--- src/rtl/fwdhz_pkg.sv ---
package fwdhz_pkg;
   typedef enum logic [1:0] {
      SEL_RF  = 2'b00,
      SEL_EXM = 2'b01,
      SEL_MWB = 2'b10
   } fwd_sel_e;
endpackage

--- src/rtl/hz_track.sv ---
// Shadow of the destination fields of instructions past decode.
module hz_track #(
   parameter int RAW = 5
) (
   input  logic           clk,
   input  logic           rst_n,
   input  logic           stall,
   input  logic           dec_valid,
   input  logic [RAW-1:0] dec_src_a,
   input  logic [RAW-1:0] dec_src_b,
   input  logic [RAW-1:0] dec_dst,
   input  logic           dec_wr_en,
   input  logic           dec_is_load,
   output logic [RAW-1:0] ex_src_a,
   output logic [RAW-1:0] ex_src_b,
   output logic [RAW-1:0] ex_dst,
   output logic           ex_we,
   output logic           ex_load,
   output logic [RAW-1:0] mem_dst,
   output logic           mem_we,
   output logic [RAW-1:0] wb_dst,
   output logic           wb_we
);
   always_ff @(posedge clk) begin
      if (!rst_n) begin
         ex_src_a <= '0;
         ex_src_b <= '0;
         ex_dst   <= '0;
         ex_we    <= 1'b0;
         ex_load  <= 1'b0;
         mem_dst  <= '0;
         mem_we   <= 1'b0;
         wb_dst   <= '0;
         wb_we    <= 1'b0;
      end else begin
         if (stall) begin
            ex_src_a <= '0;
            ex_src_b <= '0;
            ex_dst   <= '0;
            ex_we    <= 1'b0;
            ex_load  <= 1'b0;
         end else begin
            ex_src_a <= dec_src_a;
            ex_src_b <= dec_src_b;
            ex_dst   <= dec_dst;
            ex_we    <= dec_wr_en & dec_valid;
            ex_load  <= dec_is_load & dec_valid;
         end
         mem_dst <= ex_dst;
         mem_we  <= ex_we;
         wb_dst  <= mem_dst;
         wb_we   <= mem_we;
      end
   end

   // a stall cycle must leave a harmless slot in execute
   assert_bubble_R7: assert property (@(posedge clk) disable iff (!rst_n)
      stall |=> (!ex_we && !ex_load));
endmodule

--- src/rtl/hz_operand.sv ---
// Hazard and forward decision for one source operand.
module hz_operand
   import fwdhz_pkg::*;
#(
   parameter int RAW    = 5,
   parameter bit FWD_EN = 1'b1
) (
   input  logic           clk,
   input  logic           rst_n,
   input  logic           dec_valid,
   input  logic [RAW-1:0] dec_src,
   input  logic [RAW-1:0] ex_src,
   input  logic [RAW-1:0] ex_dst,
   input  logic           ex_we,
   input  logic           ex_load,
   input  logic [RAW-1:0] mem_dst,
   input  logic           mem_we,
   input  logic [RAW-1:0] wb_dst,
   input  logic           wb_we,
   output logic           need_stall,
   output fwd_sel_e       sel
);
   logic dec_nz, ex_nz;
   logic dec_hit_ex, dec_hit_mem, ex_hit_mem, ex_hit_wb;

   assign dec_nz      = (dec_src != '0);
   assign ex_nz       = (ex_src != '0);
   assign dec_hit_ex  = dec_valid && dec_nz && ex_we  && (dec_src == ex_dst);
   assign dec_hit_mem = dec_valid && dec_nz && mem_we && (dec_src == mem_dst);
   assign ex_hit_mem  = ex_nz && mem_we && (ex_src == mem_dst);
   assign ex_hit_wb   = ex_nz && wb_we  && (ex_src == wb_dst);

   always_comb begin
      sel        = SEL_RF;
      need_stall = 1'b0;
      if (FWD_EN) begin
         need_stall = dec_hit_ex && ex_load;
         if (ex_hit_mem)     sel = SEL_EXM;
         else if (ex_hit_wb) sel = SEL_MWB;
      end else begin
         need_stall = dec_hit_ex || dec_hit_mem;
      end
   end

   assert_zero_src_R4: assert property (@(posedge clk) disable iff (!rst_n)
      (ex_src == '0) |-> (sel == SEL_RF));

   generate
      if (FWD_EN) begin : g_fwd
         // decode is held during the stall, the load moves to memory
         assert_load_use_once_R6: assert property (@(posedge clk) disable iff (!rst_n)
            need_stall |=> !need_stall);
      end
   endgenerate
endmodule

--- src/rtl/fwd_hazard_unit.sv ---
module fwd_hazard_unit
   import fwdhz_pkg::*;
#(
   parameter int RAW   = 5,
   parameter bit FWD_A = 1'b1,
   parameter bit FWD_B = 1'b1
) (
   input  logic           clk,
   input  logic           rst_n,
   input  logic           dec_valid,
   input  logic [RAW-1:0] dec_src_a,
   input  logic [RAW-1:0] dec_src_b,
   input  logic [RAW-1:0] dec_dst,
   input  logic           dec_wr_en,
   input  logic           dec_is_load,
   output logic           stall,
   output logic [1:0]     fwd_sel_a,
   output logic [1:0]     fwd_sel_b
);
   localparam int       NOPS   = 2;
   localparam bit [1:0] FWD_V  = {FWD_B, FWD_A};

   generate
      if (RAW < 1 || RAW > 8) begin : g_bad_raw
         $error("RAW must lie in 1..8");
      end
   endgenerate

   logic [RAW-1:0] ex_src_a, ex_src_b, ex_dst, mem_dst, wb_dst;
   logic           ex_we, ex_load, mem_we, wb_we;
   logic [RAW-1:0] dsrc [NOPS];
   logic [RAW-1:0] esrc [NOPS];
   logic [NOPS-1:0] op_stall;
   fwd_sel_e       op_sel [NOPS];

   assign dsrc[0] = dec_src_a;
   assign dsrc[1] = dec_src_b;
   assign esrc[0] = ex_src_a;
   assign esrc[1] = ex_src_b;

   hz_track #(.RAW(RAW)) u_track (
      .clk(clk), .rst_n(rst_n), .stall(stall),
      .dec_valid(dec_valid), .dec_src_a(dec_src_a), .dec_src_b(dec_src_b),
      .dec_dst(dec_dst), .dec_wr_en(dec_wr_en), .dec_is_load(dec_is_load),
      .ex_src_a(ex_src_a), .ex_src_b(ex_src_b), .ex_dst(ex_dst),
      .ex_we(ex_we), .ex_load(ex_load),
      .mem_dst(mem_dst), .mem_we(mem_we), .wb_dst(wb_dst), .wb_we(wb_we)
   );

   generate
      for (genvar i = 0; i < NOPS; i++) begin : g_op
         hz_operand #(.RAW(RAW), .FWD_EN(FWD_V[i])) u_op (
            .clk(clk), .rst_n(rst_n), .dec_valid(dec_valid),
            .dec_src(dsrc[i]), .ex_src(esrc[i]),
            .ex_dst(ex_dst), .ex_we(ex_we), .ex_load(ex_load),
            .mem_dst(mem_dst), .mem_we(mem_we),
            .wb_dst(wb_dst), .wb_we(wb_we),
            .need_stall(op_stall[i]), .sel(op_sel[i])
         );
      end
   endgenerate

   assign stall     = |op_stall;
   assign fwd_sel_a = op_sel[0];
   assign fwd_sel_b = op_sel[1];

   // length of the current stall run, saturating
   logic [1:0] run_len;
   always_ff @(posedge clk) begin
      if (!rst_n)       run_len <= '0;
      else if (!stall)  run_len <= '0;
      else if (run_len != 2'd3) run_len <= run_len + 2'd1;
   end

   assert_stall_run_R8: assert property (@(posedge clk) disable iff (!rst_n)
      stall |-> (run_len < 2'd2));
   assert_sel_code_R2: assert property (@(posedge clk) disable iff (!rst_n)
      (fwd_sel_a != 2'b11) && (fwd_sel_b != 2'b11));
endmodule

--- config.mk ---
export PLATFORM = sky130hd
export DESIGN_NAME = fwd_hazard_unit
export DESIGN_NICKNAME = d
export VERILOG_FILES = /design/src/rtl/fwdhz_pkg.sv /design/src/rtl/hz_track.sv /design/src/rtl/hz_operand.sv /design/src/rtl/fwd_hazard_unit.sv
export SDC_FILE = /design/constraint.sdc
export NUM_CORES = 1
export LEC_CHECK = 0
export ABC_AREA = 1
export BUFFER_PORTS_ARGS = -buffer_cell sky130_fd_sc_hd__buf_2
export CAP_MARGIN = 20
export CORE_ASPECT_RATIO = 2
export CORE_MARGIN = 10
export CORE_UTILIZATION = 35
export CTS_CLUSTER_SIZE = 8
export DETAILED_ROUTE_END_ITERATION = 8
export PLACE_DENSITY = 0.64
export SYNTH_ARGS = -nofsm -noshare
export SYNTH_HDL_FRONTEND = slang
export SYNTH_SLANG_ARGS = --single-unit
--- constraint.sdc ---
create_clock -name clk -period 1.1 [get_ports clk]
set_input_delay 0.055 -clock clk [delete_from_list [all_inputs] [get_ports clk]]
set_output_delay 0.055 -clock clk [all_outputs]
set_load 0.02 [all_outputs]
==> results of run 1 <==
registers in the layout, summed over array words and instances, names as in the netlist:
signal	flops
u_track.ex_load	1
u_track.ex_we	1
u_track.mem_dst	5
u_track.wb_dst	5
u_track.ex_src_a	5
u_track.ex_src_b	5
u_track.wb_we	1
u_track.mem_we	1
u_track.ex_dst	5
worst paths after layout:
kind,from,endpoint,cells past startpoint,slack (ns)
worst max-delay path,u_track.ex_dst[1],stall,7,-0.29
worst min-delay path,dec_dst[1],u_track.ex_dst[1],3,0.003
worst max register to register,u_track.ex_dst[1],u_track.ex_dst[2],8,-0.20
worst min register to register,u_track.ex_we,u_track.mem_we,2,0.45
per-layer routing:
metal	wire, um	global-route usage, %
met2	2100	20.9
met5	0	0
met1	1170	8.27
met4	216	9.23
met3	112	1.92
what timing repair did:
action,4_1_cts,5_1_grt
cloned,2,0
hold buffers,4,0
setup buffers,5,0
pin swaps,11,10
gates resized for setup,42,27
hold endpoints to repair,4,0
setup endpoints to repair,22,22
per-stage QoR:
| step | total power (W) | setup slack [ns] |
|---|---|---|
| floorplan | 0.00134 | -0.0252 |
| global placement | 0.00143 | -0.195 |
| detailed placement | 0.00143 | -0.228 |
| CTS | 0.00229 | -0.259 |
| global route | 0.00240 | -0.351 |
| finish | 0.00226 | -0.287 |
cells in the final DEF (no fill, tap or decap), types with 4 or more instances in the layout:
cell	Yosys	layout
nand2_1	58	55
inv_1	42	35
buf_2	0	20
nor2_1	29	19
nor2_2	10	19
dfxtp_2	0	12
inv_2	3	9
dfxtp_1	29	9
dfxtp_4	0	8
buf_6	0	7
buf_4	2	6
nand3_1	7	5
clkbuf_8	0	5
dlygate4sd3_1	0	4
where the power goes:
| part | total, W | switching (W) | internal [W] |
|---|---|---|---|
| registers | 0.00114 | 0.0000506 | 0.00109 |
| clock network | 0.000800 | 0.000364 | 0.000436 |
| logic | 0.000320 | 0.000175 | 0.000145 |
worst min-delay path: stages:
cell    delay (ns)
buf_2         0.09
inv_1         0.05
nor2_2        0.04
cells by family after synthesis:
group	share of synthesized area, %
AOI/OAI and AO/OA	4.76
xor gates and xnor gates	4.32
buffers and inverters	14.6
DFF	40.9
and+or+nand+nor	35.4
layout make-up:
cell class                 count  area (um2)
timing repair buffer          37         264
clock inverter                 2        10.0
multi-input combinational    134         743
fill                         408        1930
clock buffer                   6        72.6
sequential                    29         626
tap                           51        63.8
inverter                      45         171
==> impl_results.md, run 1 <==
* P_leak at 1.03 nW
* Placed cell count at 286
* Residual DRC at 0
* Final worst-path cycle share at 126%
* Final Util at roughly half
* Data arrival time of the critical path at about 1.3 ns
* Fmax achieved at about 720 MHz
* Gp weighted congestion at between 0.8 and 0.9
* Critical Path Source Type: flop
* Post-detailed-route count of antenna-violating nets at 0
* Core area at 3880 um2
* Die Y at 110 um
* CP max-delay cell: dfxtp_4
* Worst-path clk slew at about 0.050 ns
* Clock Root Buffer: clkbuf_8
* Cell area after synthesis at 1420 um2
* Critical path's top delay family: simple AND/OR/NAND/NOR gates
* FF+latch count, synth at 29
* Ys flop type: dfxtp_1
* Pwr/cell area at roughly 1200 nW/um2
* Worst-case clock buffer depth at 2
* Clock Latency Late Sink at 0.27 ns
* Largest net degree at the start of global routing at 13
* CTS buffer count at 5
* Routed via count divided by cell count at 4.41
* First-pass iteration count of the detailed router at 4
* Crit end category: primary output
* Yosys top cell area share at 40.9%
* Die width at 65.0 um
* Post-place instance area at 1610 um2
* Top post-synthesis cells by area: dfxtp_1 (41%), nand2_1 (15%), inv_1 (11%)
* I/O pin cnt at 25
* Worst path bufs/invs at 2
* Max_cap viols at 0
* Final Setup Violations at 22
* Minimum clock period at 1.39 ns
* Worst setup margin at -0.287 ns
* Global-route wire length before repair at 5820 um
* CTS H-tree lvls at 2
* Yosys top cell by area: dfxtp_1
* PortBufs at 24
* Syn_area_per_cell at ~6.8 um2
* Fin Hold WS at 0.00320 ns
* CP cell instances: inv_4, nand2_2, o21ai_2, nor2_2, nand3_2, nand2_2, buf_6
* Starting Density at ~37%
* Status: complete, but fails checks
* EDFF count, synth at 0
* Syn. warnings at 0
* Peak per-stage delay on the critical path at 0.37 ns
* Failing checks: setup timing
* TritonCTS clock tree: done
* Vias at 1340
* Worst-margin pin slew at 0.259 ns
* Final-report max-slew violation count at 0
* Unique masters post-synth at 24
* Most common cell in the netlist: nand2_1
* CP Class: flop to primary output
* Vias in the first global route at 1395
* Synth cell count leaders: nand2_1 (58), inv_1 (42), dfxtp_1 (29), nor2_1 (29), nor2_2 (10)
* Async set or reset register ratio after synthesis at 0%
* Die area at about 7200 um2
* Nets at 272
* DRT iter0 DRCs at 11
* Clock Skew at 0.00268 ns
* Mean routed wirelength per cell at 11.9 um
* Final Hold Viols at 0
* Finished Layout Cells at 304
* Final instance area at a little under 2000 um2
* Most frequent CP cell: nand2_2
* Hpwl dp at about 2700 um
* Std-Cell Rows at 32
* Ant diodes at 0
* Final wirelength at between 3000 and 4000 um
* GR Util All Layers at between 10% and 20%
* Post-synthesis cell count at 210
* Clock sinks at 29
* Share of layout cells above drive strength 1 at 42.3%
* Layout area overhead at 37.5%
* Syn_nets at 230
* Hold Path Class: input port to flop
* Max VDD drop at between 1 and 1.5 mV
* Crit Path Max Fanout at 5
* CP Data Required Time at 1.04 ns
* RSZ-0062 raised after global routing: yes
* Initial antenna violation count at 0
* Sequential cell area fraction in the yosys report at about two fifths
* Setup_tns at -4.34 ns
* GRT overflow at 0
* Worst slew margin at 82.5%
Power figures use the tool's default switching activity.
==> run 2, diff against run 1 <==
- SYNTH_HIERARCHICAL: unset -> 1
==> run 2 against run 1 <==
The run still ends with setup timing left. Design area is 7.8% higher. Global-route usage is 0.54 points higher. Via count is 12% higher. Clock-buffer cell count stayed put. Register-to-register slack worse by 0.09 ns. Hold slack worse by 0.00091 ns. Critical endpoint unchanged. Largest power group unchanged.
==> impl_results.md, run 2 <==
* Status: complete, but fails checks
* Failing checks: setup timing
* Most common cell after layout, fill and taps aside: nand2_1
* Mux share of post-synthesis cell area at 0%
* Starting Density at 36.6%
* Adder-Cell Fraction of Synth Area at 0%
* Final Hold Viols at 0
* Vias at 1504
* Async set or reset register ratio after synthesis at 0%
* Final wirelength at between 3000 and 4000 um
* Finished Layout Cells at approximately 360
* Cell area after synthesis at 1510 um2
* DRT iter0 DRCs at 23
* Crit Path Max Fanout at 5
* Global-route wire length before repair at approximately 6500 um
* Die Y at about 110 um
* Post-place instance area at 1740 um2
* FF+latch count, synth at 29
* Internal reg-to-reg setup slack at -0.29 ns
* Yosys top cell by area: dfxtp_1
* Clock sinks at 29
* Post-synthesis cell count at 260
* Worst R2R Start: u_track/ex_dst[2]
* Final instance area at 2100 um2
* Yosys top cell area share at 38.4%
* Fmax achieved at 671 MHz
* Most frequent cells in the layout: nand2_1 (75), inv_1 (61), nor2_1 (43)
* P_leak at 1.15 nW
* Crit end category: primary output
* RSZ-0062 raised after global routing: yes
* Worst-margin pin slew at 0.336 ns
* Crit path from: u_track/ex_dst[2]
* Worst path bufs/invs at 3
* Max_cap viols at 0
* Post-Synth XOR/XNOR Area at 1.16%
* Worst slew margin at 77.6%
* EDFF count, synth at 0
* Unique masters post-synth at 15
* Most common cell in the netlist: nand2_1
* Synth cell count leaders: nand2_1 (83), inv_1 (70), nor2_1 (49)
* Core area at about 4100 um2
* Hold Path Class: input port to flop
* Ys flop type: dfxtp_1
* Syn_area_per_cell at around 5.8 um2
* Worst setup margin at -0.391 ns
* Largest net degree at the start of global routing at 10
* Final worst-path cycle share at 136%
* Critical Path Source Type: flop
* Final-report max-slew violation count at 0
* Placed cell count at 340
* # fillers at 443
* Clock Latency Late Sink at ~0.28 ns
* CP cell instances: nand2_1, o21ai_1, nor2_1, nand3_1, nor2_1, inv_1, nand2_2, buf_6, buf_6
* Post-detailed-route count of antenna-violating nets at 0
* Sequential cell area fraction in the yosys report at 38.4%
* Max VDD drop at 1.21 mV
* Simple-Gate Fraction of Synth Area at a little under two fifths
* GRT overflow at 0
* Clock Root Buffer: clkbuf_8
* Fin Hold WS at 0.00228 ns
* Critical path's top delay family: simple AND/OR/NAND/NOR gates
* Top post-synthesis cells by area: dfxtp_1 (38%), nand2_1 (21%), inv_1 (17%)
* Worst-case clock buffer depth at 2
* Layout area overhead at 39.2%
* CP Class: flop to primary output
* Clock Skew at 0.00567 ns
* Ant diodes at 0
* Worst min-delay path startpoint: dec_src_a[4]
* Minimum clock period at 1.49 ns
* Std-Cell Rows at 33
* GR Util All Layers at between 10% and 20%
* Pwr/cell area at 1100 nW/um2
* Final Setup Violations at 22
* Mean routed wirelength per cell at about 11 um
* TritonCTS clock tree: done
* Compound-Gate Fraction of Synth Area at 3.81%
* Worst-path clk slew at 0.06 ns
* CTS buffer count at 5
* Initial antenna violation count at 0
* First-pass iteration count of the detailed router at 4
* I/O pin cnt at 25
* Syn. warnings at 6
* Final Util at approximately 51%
* Data arrival time of the critical path at 1.44 ns
* Setup_tns at -6.12 ns
* Routed via count divided by cell count at 4.15
* Peak per-stage delay on the critical path at approximately 0.36 ns
* CP Data Required Time at 1.04 ns
* Die area at 7510 um2
* Gp weighted congestion at 0.875
* Hpwl dp at 2860 um
* Residual DRC at 0
* Vias in the first global route at 1542
* Share of layout cells above drive strength 1 at 30.6%
* CTS H-tree lvls at 2
* Syn_nets at 280
* CP max-delay cell: dfxtp_4
* Nets at 329
* Die width at 66.5 um
* Main combinational cell family by area after synthesis: simple AND/OR/NAND/NOR gates
* PortBufs at 24
-- run 2: cell count changes after synthesis, sizes merged, moves of 3 or more --
cell,before,now
nor2,39,51
inv,45,72
nand2,58,84
o22ai,4,0
xnor2,3,0
nand4,3,0
-- run 2: cell families after synthesis --
logic type | Yosys count
DFF | 29
xor gates and xnor gates | 2
and+or+nand+nor | 143
AOI/OAI and AO/OA | 10
buffers and inverters | 76
-- run 2: where the power goes --
group | total, W | internal [W] | switching [W]
sequential | 0.00114 | 0.00109 | 0.0000532
clock | 0.000829 | 0.000437 | 0.000392
combinational | 0.000339 | 0.000158 | 0.000180
total | 0.00231 | 0.00169 | 0.000626
-- run 2: what timing repair did --
item | CTS | global route
hold endpoints to repair | 11 | 0
resized for setup | 36 | 34
gates cloned | 2 | 0
hold buffers | 11 | 0
pin swaps | 9 | 22
setup buffers | 1 | 0
endpoints found under the setup margin | 22 | 22
-- run 2: cell type report --
type                       count  area [um2]  area share, %
multi-input combinational    157         721           34.3
sequential                    29         634           30.2
timing repair buffer          44         325           15.5
inverter                      72         275           13.1
clock buffer                   6        72.6           3.45
tap                           52        65.1           3.09
clock inverter                 2        10.0          0.476
-- run 2: path summary, 6_finish.rpt --
path	to	depth (start not counted)
max	stall	9
min	u_track/ex_src_a[4]	3
max reg2reg	u_track/ex_src_b[1]	11
min reg2reg	u_track/wb_dst[1]	2
-- run 2: metrics by stage --
step	power (W)	setup WS [ns]
6_report	0.00231	-0.391
3_5_place_dp	0.00145	-0.260
5_1_grt	0.00244	-0.506
3_3_place_gp	0.00144	-0.235
2_1_floorplan	0.00134	-0.162
4_1_cts	0.00232	-0.357
-- run 2: worst reg2reg max path, delay by kind of cell, from the launching register on --
| kind | cells | cell delay [ns] |
|---|---|---|
| simple gates | 7 | 0.64 |
| compound gates | 1 | 0.06 |
| buf+inv | 3 | 0.23 |
| flops | 1 | 0.36 |
-- run 2: per-layer routing --
metal	up-vias	track usage [%]	part of all wire [%]
li1	827	-	-
met1	635	8.42	33
met2	31	22.7	60
met3	11	2.17	3.5
met4	0	6.89	4.0
met5	-	0	0
==> run 3, diff against run 2 <==
- SETUP_SLACK_MARGIN: unset -> 0.4
==> run 3 against run 2 <==
Non-clock buffer count down 5. Worst setup slack improved by 0.094 ns. Critical path depth decreased by 1. Hold slack gained 0.0035 ns. Cell count down 1.4%. Via count grew 2.1%. Wire length rose by 0.77%. Critical endpoint is now fwd_sel_b[1]. Sequential power hardly changed. Sequential cell count is the same. Register-to-register slack better by 0.04 ns. Utilization fell by 0.52 points. The flow still finishes with violations (setup timing). Design area shrank 1.0%.
==> impl_results.md, run 3 (synthesis results as in run 2) <==
* Placed cell count at 338
* Max VDD drop at 0.879 mV
* Pwr/cell area at approximately 1100 nW/um2
* CTS buffer count at 5
* Worst-margin pin slew at 0.311 ns
* CP max-delay cell: dfxtp_2
* Clock Latency Late Sink at 0.27 ns
* Clock Root Buffer: clkbuf_8
* Max_cap viols at 0
* PortBufs at 24
* Data arrival time of the critical path at roughly 1.3 ns
* DRT iter0 DRCs at 44
* Post-place instance area at 1770 um2
* Std-Cell Rows at 33
* Final worst-path cycle share at 127%
* Worst setup margin at -0.298 ns
* Global-route wire length before repair at 6510 um
* Layout area overhead at 37.7%
* Crit end category: primary output
* Final Hold Viols at 0
* Residual DRC at 0
* I/O pin cnt at 25
* CP cell instances: inv_2, nand2_1, nand2_1, nor2_2, nand2_2, nor2_4, nor2_4, buf_6
* Failing checks: setup timing
* Status: complete, but fails checks
* CP Class: flop to primary output
* First-pass iteration count of the detailed router at 4
* Critical Path Source Type: flop
* Die Y at roughly 110 um
* P_leak at about 1.1 nW
* Gp weighted congestion at 0.841
* Worst-path clk slew at 0.06 ns
* Routed via count divided by cell count at 4.30
* Minimum clock period at roughly 1.4 ns
* Footprint of the multi-input gates at 741 um2
* Mean routed wirelength per cell at between 10 and 15 um
* Setup Fix Bufs, Post-CTS at 0
* Register Area at 633 um2
* Worst-case clock buffer depth at 2
* RSZ-0062 raised after global routing: yes
* Vias at around 1500
* Final-report max-slew violation count at 0
* Finished Layout Cells at 357
* GR Util All Layers at 11.0%
* Hold Path Class: input port to flop
* Final instance area at 2080 um2
* Crit Path Max Fanout at 3
* Most frequent cells in the layout: nand2_1 (74), inv_1 (63), nor2_1 (46)
* Die width at about 66 um
* Largest net degree at the start of global routing at 10
* Hold depth at 3
* Starting Density at 36.6%
* TritonCTS clock tree: done
* Final Setup Violations at 22
* Peak per-stage delay on the critical path at 0.34 ns
* Final wirelength at 3940 um
* CTS H-tree lvls at 2
* # fillers at about 430
* Post-detailed-route count of antenna-violating nets at 0
* Clock Skew at 0.00180 ns
* Most common cell after layout, fill and taps aside: nand2_1
* Initial antenna violation count at 0
* Die area at ~7500 um2
* Share of layout cells above drive strength 1 at 29.8%
* Vias in the first global route at 1630
* Core area at 4130 um2
* Ant diodes at 0
* CP Data Required Time at 1.04 ns
* Nets at roughly 320
* GRT overflow at 0
* Worst slew margin at 79.2%
* Fmax achieved at approximately 720 MHz
* Clock sinks at 29
* Number of cells on the worst reg-to-reg path at 10
* Hpwl dp at around 3000 um
==> run 3: changes by cell type in the layout (fill, tap and decap cells not counted), moves of 3 or more <==
cell / previous run / this run
nand2_4: 1 / 4
o21ai_2: 0 / 3
nor2_4: 0 / 4
buf_4: 10 / 5
nor2_1: 43 / 46
nor2_2: 8 / 1
==> run 3: final cells by class <==
type	instances	area share, %
clock buffers	6	3.49
flip-flops and latches	29	30.4
repair buffers	39	13.9
inverters	72	13.0
well taps	52	3.12
clock inverters	2	0.481
multi-input cells	157	35.6
==> run 3: what timing repair did <==
action | CTS | global route
setup endpoints to repair | 22 | 22
pin swaps | 18 | 20
endpoints found under the hold margin | 9 | 0
gates cloned | 2 | 0
resized for setup | 24 | 29
hold buffers | 9 | 0
==> run 3: critical path: cells and delay by family, from the launching register on <==
family	cells	cell delay, ns
DFF	1	0.34
buffers and inverters	2	0.18
and+or+nand+nor	6	0.55
==> run 3: report_power, final <==
group | switching, W | total (W) | internal [W]
logic | 0.000183 | 0.000336 | 0.000152
clock network | 0.000387 | 0.000824 | 0.000437
registers | 0.0000551 | 0.00115 | 0.00109
==> run 3: path summary, 6_finish.rpt <==
kind,end,from,slack (ns)
max,fwd_sel_b[1],u_track/ex_src_b[3],-0.30
min,u_track/ex_we,dec_wr_en,0.006
max reg2reg,u_track/ex_src_b[3],u_track/ex_dst[2],-0.25
min reg2reg,u_track/wb_dst[1],u_track/mem_dst[1],0.44
==> run 3: metrics by stage <==
| stage | utilization [%] | worst slack, ns | TNS [ns] | hold slack (ns) | total power [W] |
|---|---|---|---|---|---|
| after global routing | 50.4 | -0.353 | -6.44 | 0.0118 | 0.00243 |
| final | 50.4 | -0.298 | -5.07 | 0.00581 | 0.00231 |
| after CTS | 48.9 | -0.280 | -4.53 | 0.00291 | 0.00232 |
| after global placement | 42.8 | -0.239 | -4.09 | 0.253 | 0.00145 |
| after detailed placement | 42.8 | -0.245 | -4.06 | 0.262 | 0.00146 |
| after floorplan | - | -0.162 | -1.96 | 0.148 | 0.00135 |
==> run 3: layer usage <==
layer / vias to the layer above / track usage, % / wire length (um)
met5: - / 0 / 0
met3: 14 / 3.06 / 177
met4: 0 / 9.00 / 197
li1: 816 / - / -
met2: 38 / 20.6 / 2240
met1: 668 / 8.82 / 1320
